[src/rtl/gate_shaper_pkg.sv]
// Shared types for the gate edge shaper.
package gate_shaper_pkg;
    // Which drive supply the gate should be connected to.
    typedef enum logic [1:0] {
        RAIL_OFF = 2'b00,
        RAIL_POS = 2'b01,
        RAIL_NEG = 2'b10
    } rail_e;

    // Part of a burst pulse period currently being played.
    typedef enum logic {
        PH_PULSE = 1'b0,
        PH_GAP   = 1'b1
    } phase_e;
endpackage

[src/rtl/spike_arm.sv]
// Synchronizes the asynchronous spike flag and holds a sticky arm state.
// Assumes SYNC_STAGES >= 2. Clear has priority over a synchronized set.
module spike_arm #(
    parameter int SYNC_STAGES = 2
) (
    input  logic clk,
    input  logic rst_n,
    input  logic spike_async,
    input  logic spike_clear,
    output logic armed
);
    logic [SYNC_STAGES-1:0] sync_q;

    // Shift the raw flag through the synchronizer chain.
    always_ff @(posedge clk) begin
        if (!rst_n) sync_q <= '0;
        else        sync_q <= {sync_q[SYNC_STAGES-2:0], spike_async};
    end

    // Sticky arm flag, cleared on request.
    always_ff @(posedge clk) begin
        if (!rst_n)                     armed <= 1'b0;
        else if (spike_clear)           armed <= 1'b0;
        else if (sync_q[SYNC_STAGES-1]) armed <= 1'b1;
    end
endmodule

[src/rtl/burst_seq.sv]
// Detects command edges and plays the pulse burst, producing a rail request.
// Assumes pwm_cmd is synchronous to clk. The pulse count is taken at burst
// start. The pulse and gap lengths are shadowed while idle and reused for
// every pulse of the burst.
module burst_seq
    import gate_shaper_pkg::*;
#(
    parameter int CNT_W = 8
) (
    input  logic             clk,
    input  logic             rst_n,
    input  logic             pwm_cmd,
    input  logic             armed,
    input  logic             mode_uni,
    input  logic             en_rise,
    input  logic             en_fall,
    input  logic [CNT_W-1:0] cfg_on,
    input  logic [CNT_W-1:0] cfg_off,
    input  logic [CNT_W-1:0] cfg_pulses,
    output rail_e            req,
    output logic             busy,
    output logic             dir_up,
    output logic             pwm_held
);
    localparam logic [CNT_W-1:0] ONE = CNT_W'(1);

    logic [CNT_W-1:0] on_sh, off_sh, timer, left;
    phase_e           phase;
    logic             edge_seen, want_burst, cfg_ok;
    rail_e            target, opposite;

    assign edge_seen  = (pwm_cmd != pwm_held);
    assign cfg_ok     = (cfg_on != '0) && (cfg_off != '0) && (cfg_pulses != '0);
    assign want_burst = armed && cfg_ok && (pwm_cmd ? en_rise : en_fall);

    // Capture pulse and gap lengths only while no burst runs.
    always_ff @(posedge clk) begin
        if (!rst_n) begin
            on_sh  <= '0;
            off_sh <= '0;
        end else if (!busy) begin
            on_sh  <= cfg_on;
            off_sh <= cfg_off;
        end
    end

    // Edge handling and burst timing.
    always_ff @(posedge clk) begin
        if (!rst_n) begin
            pwm_held <= 1'b0;
            busy     <= 1'b0;
            dir_up   <= 1'b0;
            phase    <= PH_PULSE;
            timer    <= '0;
            left     <= '0;
        end else begin
            pwm_held <= pwm_cmd;
            if (edge_seen) begin
                if (busy) begin
                    busy <= 1'b0;
                end else if (want_burst) begin
                    busy   <= 1'b1;
                    dir_up <= pwm_cmd;
                    phase  <= PH_PULSE;
                    timer  <= cfg_on;
                    left   <= cfg_pulses;
                end
            end else if (busy) begin
                if (timer != ONE) begin
                    timer <= timer - ONE;
                end else if (phase == PH_PULSE) begin
                    phase <= PH_GAP;
                    timer <= off_sh;
                end else if (left == ONE) begin
                    busy <= 1'b0;
                end else begin
                    left  <= left - ONE;
                    phase <= PH_PULSE;
                    timer <= on_sh;
                end
            end
        end
    end

    assign target   = dir_up ? RAIL_POS : RAIL_NEG;
    assign opposite = dir_up ? RAIL_NEG : RAIL_POS;

    // Rail wanted in this cycle, before break-before-make.
    always_comb begin
        if (!busy)                  req = pwm_held ? RAIL_POS : RAIL_NEG;
        else if (phase == PH_PULSE) req = target;
        else if (mode_uni)          req = RAIL_OFF;
        else                        req = opposite;
    end
endmodule

[src/rtl/rail_guard.sv]
// Registers the rail request and inserts one all-off cycle whenever the
// request swaps directly between the two supplies.
module rail_guard
    import gate_shaper_pkg::*;
(
    input  logic  clk,
    input  logic  rst_n,
    input  rail_e req,
    output logic  pos_en,
    output logic  neg_en
);
    rail_e cur, nxt;

    // Break-before-make selection.
    always_comb begin
        if ((req == RAIL_POS && cur == RAIL_NEG) ||
            (req == RAIL_NEG && cur == RAIL_POS)) nxt = RAIL_OFF;
        else                                      nxt = req;
    end

    // Output register.
    always_ff @(posedge clk) begin
        if (!rst_n) cur <= RAIL_OFF;
        else        cur <= nxt;
    end

    assign pos_en = (cur == RAIL_POS);
    assign neg_en = (cur == RAIL_NEG);
endmodule

[src/rtl/gate_edge_shaper.sv]
// Top level: spike arming, burst sequencing and rail guarding for one switch.
// Assumes pwm_cmd is synchronous to clk; spike_async may be asynchronous.
module gate_edge_shaper
    import gate_shaper_pkg::*;
#(
    parameter int CNT_W       = 8,
    parameter int SYNC_STAGES = 2
) (
    input  logic             clk,
    input  logic             rst_n,
    input  logic             pwm_cmd,
    input  logic             spike_async,
    input  logic             spike_clear,
    input  logic             mode_uni,
    input  logic             en_rise,
    input  logic             en_fall,
    input  logic [CNT_W-1:0] cfg_on,
    input  logic [CNT_W-1:0] cfg_off,
    input  logic [CNT_W-1:0] cfg_pulses,
    output logic             pos_en,
    output logic             neg_en
);
    logic  armed, burst_busy, burst_dir_up, pwm_held;
    rail_e rail_req;

    spike_arm #(.SYNC_STAGES(SYNC_STAGES)) u_arm (
        .clk(clk), .rst_n(rst_n), .spike_async(spike_async),
        .spike_clear(spike_clear), .armed(armed)
    );

    burst_seq #(.CNT_W(CNT_W)) u_seq (
        .clk(clk), .rst_n(rst_n), .pwm_cmd(pwm_cmd), .armed(armed),
        .mode_uni(mode_uni), .en_rise(en_rise), .en_fall(en_fall),
        .cfg_on(cfg_on), .cfg_off(cfg_off), .cfg_pulses(cfg_pulses),
        .req(rail_req), .busy(burst_busy), .dir_up(burst_dir_up),
        .pwm_held(pwm_held)
    );

    rail_guard u_guard (
        .clk(clk), .rst_n(rst_n), .req(rail_req),
        .pos_en(pos_en), .neg_en(neg_en)
    );
endmodule

[config.mk]
export PLATFORM = sky130hd
export DESIGN_NAME = gate_edge_shaper
export DESIGN_NICKNAME = d
export VERILOG_FILES = /design/src/rtl/gate_shaper_pkg.sv /design/src/rtl/spike_arm.sv /design/src/rtl/burst_seq.sv /design/src/rtl/rail_guard.sv /design/src/rtl/gate_edge_shaper.sv
export SDC_FILE = /design/constraint.sdc
export NUM_CORES = 1
export LEC_CHECK = 0
export ABC_AREA = 1
export BUFFER_PORTS_ARGS = -buffer_cell sky130_fd_sc_hd__buf_4
export CORE_MARGIN = 8
export CORE_UTILIZATION = 49
export CTS_CLUSTER_SIZE = 20
export DETAILED_ROUTE_END_ITERATION = 7
export HOLD_SLACK_MARGIN = 0.12
export PLACE_DENSITY = 0.7
export SYNTH_ARGS = -nofsm -noshare
export SYNTH_HDL_FRONTEND = slang
export SYNTH_SLANG_ARGS = --single-unit
[constraint.sdc]
create_clock -name clk -period 2.55 [get_ports clk]
set_input_delay 0.51 -clock clk [delete_from_list [all_inputs] [get_ports clk]]
set_output_delay 0.51 -clock clk [all_outputs]
set_load 0.03 [all_outputs]
==> results of run 1 <==
-- stage by stage --
stage	hold WS [ns]	total power, mW	worst slack (ns)	util	std cells
4_1_cts	0.360	1.42	0.445	0.590	470
6_report	0.369	1.40	0.471	0.590	470
3_5_place_dp	0.419	0.893	0.158	0.566	462
5_1_grt	0.349	1.48	0.221	0.590	470
2_1_floorplan	0.390	0.817	0.439	-	386
3_3_place_gp	0.398	0.890	0.216	0.566	462
-- layer usage --
| metal | vias up | GRT usage | share of wire |
|---|---|---|---|
| met5 | - | 0 | 0 |
| met4 | 0 | 0.0541 | 0.018 |
| met3 | 9 | 0.0449 | 0.045 |
| met2 | 51 | 0.274 | 0.47 |
| met1 | 1059 | 0.191 | 0.47 |
| li1 | 1276 | - | - |
-- flip-flops by register name, summed over array words and instances, names as in the netlist --
register and cells:
u_arm.armed 1, u_arm.sync_q 2, u_guard.cur 2, u_seq.busy 1, u_seq.dir_up 1, u_seq.left 8, u_seq.off_sh 8, u_seq.on_sh 8
u_seq.phase 1, u_seq.pwm_held 1, u_seq.timer 8
-- worst max-delay path, cell delays in order, from the launching register on --
cell     delay (ns)
dfxtp_1        0.37
or2_2          0.15
nand2_4        0.04
buf_4          0.20
ha_1           0.20
nor2_1         0.13
nand2_1        0.07
nor2_1         0.58
nand2_1        0.12
nand2_1        0.08
nor2_1         0.04
-- power breakdown --
part           internal [mW]  switching, mW
Sequential             0.663         0.0132
Combinational         0.0863          0.114
Clock                  0.294          0.231
-- cells by family after synthesis --
kind of cell    share of synthesized area
simple gates                        0.371
compound gates                      0.150
buf+inv                            0.0951
flops                               0.345
fa+ha+maj                          0.0315
xor+xnor                          0.00735
-- synthesized netlist by cell type, types with 2 or more instances --
library cell,n,share of area
a21oi_1,24,0.050
buf_2,7,0.015
clkbuf_1,7,0.011
dfxtp_1,41,0.34
ha_1,6,0.032
inv_1,39,0.061
nand2_1,92,0.14
nand3_1,24,0.050
nand4_1,4,0.011
nor2_1,83,0.13
nor3_1,2,0.0042
o21ai_0,39,0.082
-- worst max path at each step --
| stage | from | to | depth (start not counted) |
|---|---|---|---|
| 6_report | u_seq.pwm_held | u_seq.timer[0] | 10 |
| 5_1_grt | u_seq.pwm_held | u_seq.timer[0] | 10 |
| 3_3_place_gp | pwm_cmd | u_seq.timer[1] | 11 |
| 4_1_cts | u_seq.pwm_held | u_seq.timer[4] | 10 |
| 2_1_floorplan | pwm_cmd | u_seq.timer[3] | 12 |
| 3_5_place_dp | pwm_cmd | u_seq.timer[4] | 11 |
-- cell type report --
class	count	area, um2	share of cell area
multi-input cells	289	1340	0.483
flip-flops and latches	41	821	0.297
clock buffers	6	72.6	0.0262
clock inverters	2	38.8	0.0140
inverters	41	154	0.0556
well taps	54	67.6	0.0244
repair buffers	37	278	0.100
==> results.sh, run 1 <==
export IMPL_antenna_found_initial=0
export IMPL_slew_headroom=0.504
export IMPL_avgSynthCellArea_um2=6.17
export IMPL_design_area_mm2=0.00277
export IMPL_core_region_area_mm2=0.00469
export IMPL_fin_skew_ns=0.00378
export IMPL_setup_tns_ns=0
export IMPL_start_util=0.508
export IMPL_endpoint_kind="flop"
export IMPL_maxSlewViolCount=0
export IMPL_grt_pass1_vias=2248
export IMPL_synth_edf_count=0
export IMPL_cts_setup_buffers=0
export IMPL_worst_pin_slew_ns=0.741
export IMPL_ys_warn_count=0
export IMPL_final_nets=453
export IMPL_hp_start="spike_clear"
export IMPL_cts_root_buf="clkbuf_8"
export IMPL_yosysSeqAreaShare=0.345
export IMPL_r2r_start="u_seq.pwm_held"
export IMPL_min_path_type="input port to flop"
export IMPL_syn2layout_area_growth_pct=16.1
export IMPL_layout_commonest_cell="nand2_1"
export IMPL_ir_drop_mv=0.322
export IMPL_holdPathStages=2
export IMPL_mostFrequentLayoutCells="92 x nand2_1, 83 x nor2_1, 41 x dfxtp_1"
export IMPL_drc=0
export IMPL_grt_setup_unrepaired="false"
export IMPL_cts_sinks=41
export IMPL_worstSkewPairLatency_ns=0.29
export IMPL_setup_viol_count_final=0
export IMPL_place_congestion=0.852
export IMPL_drtIter0Drc=168
export IMPL_period_needed_ns=2.08
export IMPL_viasPerCell=5.10
export IMPL_cp_arrival_ns=2.27
export IMPL_tritoncts="done"
export IMPL_dp_hpwl_um=4180
export IMPL_grtUsageTotal=0.162
export IMPL_portBuffers=33
export IMPL_holdPathEnd="u_arm.armed"
export IMPL_yosysUniqueCellTypes=30
export IMPL_worst_setup_path_type="flop to flop"
export IMPL_grt_overflow=0
export IMPL_start_kind="flop"
export IMPL_worst_r2r_endpoint="u_seq.timer[0]"
export IMPL_rows=25
export IMPL_powerDensity_mw_per_mm2=507
export IMPL_cts_resized=0
export IMPL_cts_max_level=2
export IMPL_grt_max_degree=37
export IMPL_drt_total_wl_um=5580
export IMPL_syn_inst=386
export IMPL_diodes=0
export IMPL_ctsHoldBuffers=0
export IMPL_rrSetupSlack_ns=0.47
export IMPL_routedWlPerCell_um=11.9
export IMPL_synthFlopType="dfxtp_1"
export IMPL_rr_worst_depth=10
export IMPL_cellLeakagePower_nw=1.34
export IMPL_ys_seq_elements=41
export IMPL_async_flop_share=0
export IMPL_synthesis_nets=424
export IMPL_hold_viol=0
export IMPL_drv_cap=0
export IMPL_synth_cell_area_mm2=0.00238
export IMPL_clk_pin_slew_ns=0.08
export IMPL_max_freq_mhz=481
export IMPL_die_area_mm2=0.00735
export IMPL_fp_dieW_um=85.7
export IMPL_fill_cells=481
export IMPL_pin_count=34
export IMPL_status="finished, final reports clean"
export IMPL_vias=2395
export IMPL_place_area_mm2=0.00266
export IMPL_cts_buffers=5
export IMPL_layout_drive_gt1_share=0.125
export IMPL_required_ns=2.74
export IMPL_cts_buffer_depth=2
export IMPL_grt_pass1_wl_um=9790
export IMPL_fp_dieH_um=85.7
export IMPL_period_share=0.815
export IMPL_cp_max_fo=24
export IMPL_first_pass_iters=4
export IMPL_ant_nets=0
Power figures use the tool's default switching activity.
==> inputs of run 2 (changes only) <==
- PLACE_DENSITY: 0.7 -> 0.73
- clock period: 2.55 -> 1.9 ns (I/O delays scaled with it)
==> run 2 against run 1 <==
  * Clock skew is 0.0012 ns higher
  * Die area is the same
  * Wire length rose by 2.3%
  * Register-to-register slack worse by 0.24 ns
  * Via count up 1.5%
  * Non-clock buffer count grew 7
  * Fmax increased by 25%
  * Sequential power increased by 34%
  * Critical path type unchanged
==> results.sh, run 2 (synthesized netlist as in run 1, its figures left out) <==
export IMPL_worst_pin_slew_ns=0.357
export IMPL_drt_total_wl_um=5710
export IMPL_antenna_found_initial=0
export IMPL_r2r_start="u_seq.pwm_held"
export IMPL_place_congestion=0.858
export IMPL_holdPathEnd="u_arm.armed"
export IMPL_die_area_mm2=0.00735
export IMPL_layout_drive_gt1_share=0.142
export IMPL_cp_arrival_ns=1.85
export IMPL_period_share=0.877
export IMPL_tritoncts="done"
export IMPL_start_kind="flop"
export IMPL_rr_worst_depth=9
export IMPL_routedWlPerCell_um=12.0
export IMPL_worstSkewPairLatency_ns=0.29
export IMPL_vias=2430
export IMPL_cts_buffer_depth=2
export IMPL_ant_nets=0
export IMPL_cts_resized=0
export IMPL_grt_pass1_wl_um=9950
export IMPL_fp_dieW_um=85.7
export IMPL_cellLeakagePower_nw=1.38
export IMPL_dp_hpwl_um=4340
export IMPL_whs_ns=0.251
export IMPL_setup_tns_ns=0
export IMPL_drc=0
export IMPL_ctsHoldBuffers=0
export IMPL_grt_overflow=0
export IMPL_cts_setup_buffers=0
export IMPL_powerDensity_mw_per_mm2=669
export IMPL_grt_pass1_vias=2308
export IMPL_grt_setup_unrepaired="false"
export IMPL_pin_count=34
export IMPL_layout_commonest_cell="nand2_1"
export IMPL_grt_max_degree=37
export IMPL_clk_pin_slew_ns=0.08
export IMPL_fin_skew_ns=0.00494
export IMPL_rrSetupSlack_ns=0.23
export IMPL_setup_viol_count_final=0
export IMPL_max_freq_mhz=600
export IMPL_drtIter0Drc=147
export IMPL_hp_start="spike_clear"
export IMPL_ir_drop_mv=0.562
export IMPL_cp_max_fo=17
export IMPL_cts_root_buf="clkbuf_8"
export IMPL_core_region_area_mm2=0.00469
export IMPL_rows=25
export IMPL_required_ns=2.09
export IMPL_fp_dieH_um=85.7
export IMPL_syn2layout_area_growth_pct=19.0
export IMPL_cts_sinks=41
export IMPL_endpoint_kind="flop"
export IMPL_min_path_type="input port to flop"
export IMPL_viasPerCell=5.09
export IMPL_drv_cap=0
export IMPL_slew_headroom=0.762
export IMPL_holdPathStages=2
export IMPL_maxSlewViolCount=0
export IMPL_cts_buffers=5
export IMPL_start_util=0.508
export IMPL_diodes=0
export IMPL_portBuffers=33
export IMPL_cts_max_level=2
export IMPL_final_nets=460
export IMPL_hold_viol=0
export IMPL_worst_r2r_endpoint="u_seq.left[5]"
export IMPL_status="finished, final reports clean"
export IMPL_first_pass_iters=4
export IMPL_grtUsageTotal=0.163
export IMPL_mostFrequentLayoutCells="92 x nand2_1, 82 x nor2_1, 43 x buf_4"
export IMPL_period_needed_ns=1.67
export IMPL_worst_setup_path_type="flop to flop"
run 2: changes by cell type in the layout (fill, tap and decap cells not counted), sizes merged:
cell  previous run  this run
buf             37        44
run 2: power breakdown:
part | switching [mW] | internal, mW | total (mW)
clock | 0.309 | 0.395 | 0.703
combinational | 0.158 | 0.128 | 0.286
sequential | 0.0173 | 0.890 | 0.907
run 2: worst max path at each step:
| stage | endpoint | startpoint |
|---|---|---|
| final | u_seq.left[5] | u_seq.pwm_held |
| after global routing | u_seq.timer[0] | u_seq.timer[1] |
| after CTS | u_seq.left[7] | u_seq.pwm_held |
| after detailed placement | u_seq.timer[0] | pwm_cmd |
| after global placement | u_seq.timer[3] | pwm_cmd |
| after floorplan | u_seq.timer[3] | pwm_cmd |
run 2: critical path: stages (launching register included):
cell and delay [ns]:
dfxtp_1 0.37, or2_2 0.14, nand2_4 0.05, buf_12 0.13
ha_1 0.27, inv_1 0.06, a21oi_4 0.14, nand3_4 0.19
nor2_1 0.14, nor2_1 0.06
run 2: area by class of cell:
class / instances / area [um2]
Sequential cell: 41 / 821
Clock buffer: 6 / 72.6
Timing Repair Buffer: 44 / 343
Multi-Input combinational cell: 289 / 1340
Inverter: 41 / 154
Fill cell: 468 / 1860
Clock inverter: 2 / 38.8
Tap cell: 54 / 67.6
run 2: routing by layer:
metal	track usage	share of wire	vias up
met4	0.0446	0.0095	0
met2	0.291	0.48	43
met1	0.190	0.47	1089
met5	0	0	-
li1	-	-	1292
met3	0.0382	0.038	6
run 2: metrics by stage:
| stage | power, mW | cell area (um2) | util | cells | setup slack [ns] |
|---|---|---|---|---|---|
| 2_1_floorplan | 1.10 | 2390 | - | 386 | 0.00256 |
| 3_3_place_gp | 1.21 | 2720 | 0.580 | 469 | 0.0682 |
| 3_5_place_dp | 1.21 | 2720 | 0.580 | 469 | 0.0438 |
| 4_1_cts | 1.92 | 2830 | 0.604 | 477 | 0.218 |
| 5_1_grt | 2.00 | 2830 | 0.604 | 477 | 0.0331 |
| 6_report | 1.90 | 2830 | 0.604 | 477 | 0.234 |
==> inputs of run 3 (changes only) <==
- clock period: 1.9 -> 1.4 ns (I/O delays scaled with it)
==> run 3 against run 2 <==
  * The flow now finishes with violations (negative setup slack)
  * Worst setup slack worse by 0.41 ns
  * Sequential power is 36% higher
  * Clock-buffer cell count is 1 higher
  * Combinational power is 79% higher
  * Sequential share of layout area is 4.2 points lower
  * Largest cell class unchanged
==> results.sh, run 3 (synthesized netlist as in run 1, its figures left out) <==
export IMPL_status="finished with violations"
export IMPL_violations="negative setup slack"
export IMPL_grt_pass1_vias=2699
export IMPL_diodes=0
export IMPL_path_cells="inv_2 > ha_4 > nand3_4 > nor2_4 > inv_4 > a21oi_4 > nand3_4 > nand2_2 > nand2_1 > nor2_1"
export IMPL_critPathMostFrequentCell="nand3_4"
export IMPL_vias=2682
export IMPL_tritoncts="done"
export IMPL_start_kind="flop"
export IMPL_grt_overflow=0
export IMPL_place_congestion=0.916
export IMPL_syn2layout_area_growth_pct=39.9
export IMPL_setup_viol_count_final=17
export IMPL_ir_drop_mv=0.465
export IMPL_min_path_type="input port to flop"
export IMPL_worst_setup_path_type="flop to flop"
export IMPL_layout_drive_gt1_share=0.292
export IMPL_cp_arrival_ns=1.82
export IMPL_fp_dieW_um=85.7
export IMPL_grt_pass1_wl_um=11300
export IMPL_crit_slowest_cell="dfxtp_2"
export IMPL_clk_pin_slew_ns=0.08
export IMPL_routedWlPerCell_um=12.9
export IMPL_critPathMaxStageDelay_ns=0.33
export IMPL_cts_root_buf="clkbuf_8"
export IMPL_setup_slack_ns=-0.180
export IMPL_dp_slack_ns=-0.357
export IMPL_endpoint_kind="flop"
export IMPL_max_freq_mhz=633
export IMPL_portBuffers=33
export IMPL_cts_buffer_depth=2
export IMPL_rr_worst_depth=10
export IMPL_design_area_mm2=0.00333
export IMPL_grt_util_met3=0.0411
export IMPL_slew_headroom=0.650
export IMPL_use_met2=0.338
export IMPL_drc=0
export IMPL_grtUsageTotal=0.187
export IMPL_ant_nets=0
export IMPL_grt_setup_unrepaired="true"
export IMPL_grt_max_degree=22
export IMPL_cpLargestDelayFamily="simple AND/OR/NAND/NOR gates"
export IMPL_dp_hpwl_um=4720
export IMPL_grt_use_met1=0.204
export IMPL_antenna_found_initial=0
export IMPL_pin_count=34
export IMPL_viasPerCell=5.20
export IMPL_drt_total_wl_um=6670
export IMPL_grt_busiest_layer="met2"
export IMPL_maxSlewViolCount=0
export IMPL_cp_max_fo=8
export IMPL_drv_cap=0
export IMPL_rows=25
export IMPL_core_region_area_mm2=0.00469
export IMPL_first_pass_iters=4
export IMPL_cts_max_level=2
export IMPL_holdPathStages=2
export IMPL_cts_buffers=5
export IMPL_die_area_mm2=0.00735
export IMPL_required_ns=1.64
export IMPL_ctsHoldBuffers=0
export IMPL_layout_commonest_cell="nand2_1"
export IMPL_mostFrequentLayoutCells="82 x nand2_1, 78 x nor2_1, 75 x buf_4"
export IMPL_drtIter0Drc=143
export IMPL_crit_cells=10
export IMPL_worstSkewPairLatency_ns=0.29
export IMPL_fp_dieH_um=85.7
export IMPL_place_area_mm2=0.00295
export IMPL_powerDensity_mw_per_mm2=822
export IMPL_cts_sinks=41
export IMPL_period_needed_ns=1.58
export IMPL_hold_viol=0
export IMPL_cellLeakagePower_nw=1.59
export IMPL_crit_buf_inv=2
export IMPL_fin_skew_ns=0.00732
export IMPL_final_nets=499
export IMPL_final_util=0.710
export IMPL_period_share=1.13
export IMPL_worst_pin_slew_ns=0.525
export IMPL_start_util=0.508
## run 3: final timing paths
| path | slack, ns | end | startpoint |
|---|---|---|---|
| min reg2reg | 0.43 | u_arm.sync_q[1] | u_arm.sync_q[0] |
| min | 0.14 | u_arm.armed | spike_clear |
| max | -0.18 | u_seq.left[6] | u_seq.timer[1] |
| max reg2reg | -0.18 | u_seq.left[6] | u_seq.timer[1] |
## run 3: layout make-up
type / count / area [um2]
Multi-Input combinational cell: 292 / 1510
Clock inverter: 1 / 30.0
Tap cell: 54 / 67.6
Inverter: 41 / 161
Clock buffer: 7 / 86.3
Fill cell: 414 / 1360
Timing Repair Buffer: 80 / 649
Sequential cell: 41 / 827
## run 3: metrics by stage
stage,setup TNS (ns),total power [mW],instances,hold WS [ns]
finish,-2.67,2.74,516,0.144
CTS,-2.23,2.73,515,0.140
global route,-4.09,2.85,516,0.143
detailed placement,-4.64,1.68,498,0.413
floorplan,-3.51,1.50,386,0.359
global placement,-3.88,1.68,498,0.394
## run 3: repair_timing
| item | 4_1_cts | 5_1_grt |
|---|---|---|
| setup endpoints to repair | 19 | 20 |
| cloned | 4 | 0 |
| setup buffers | 5 | 2 |
| pin swaps | 17 | 21 |
| resized for setup | 26 | 24 |
## run 3: power by group
group | internal, mW | switching [mW]
clock network | 0.582 | 0.419
registers | 1.21 | 0.0210
logic | 0.244 | 0.267
## run 3: worst register-to-register path: cells and delay by family, from the launching register on
kind	cells	cell delay, ns
AOI/OAI and AO/OA	1	0.25
adders and majority gates	1	0.13
buffers and inverters	2	0.15
DFF	1	0.33
and+or+nand+nor	6	0.67
## run 3: metal layers
layer	routed length [um]	part of all wire	up-vias
met1	2840	0.43	1223
li1	-	-	1386
met3	270	0.040	19
met5	0	0	-
met4	172	0.026	0
met2	3390	0.51	54
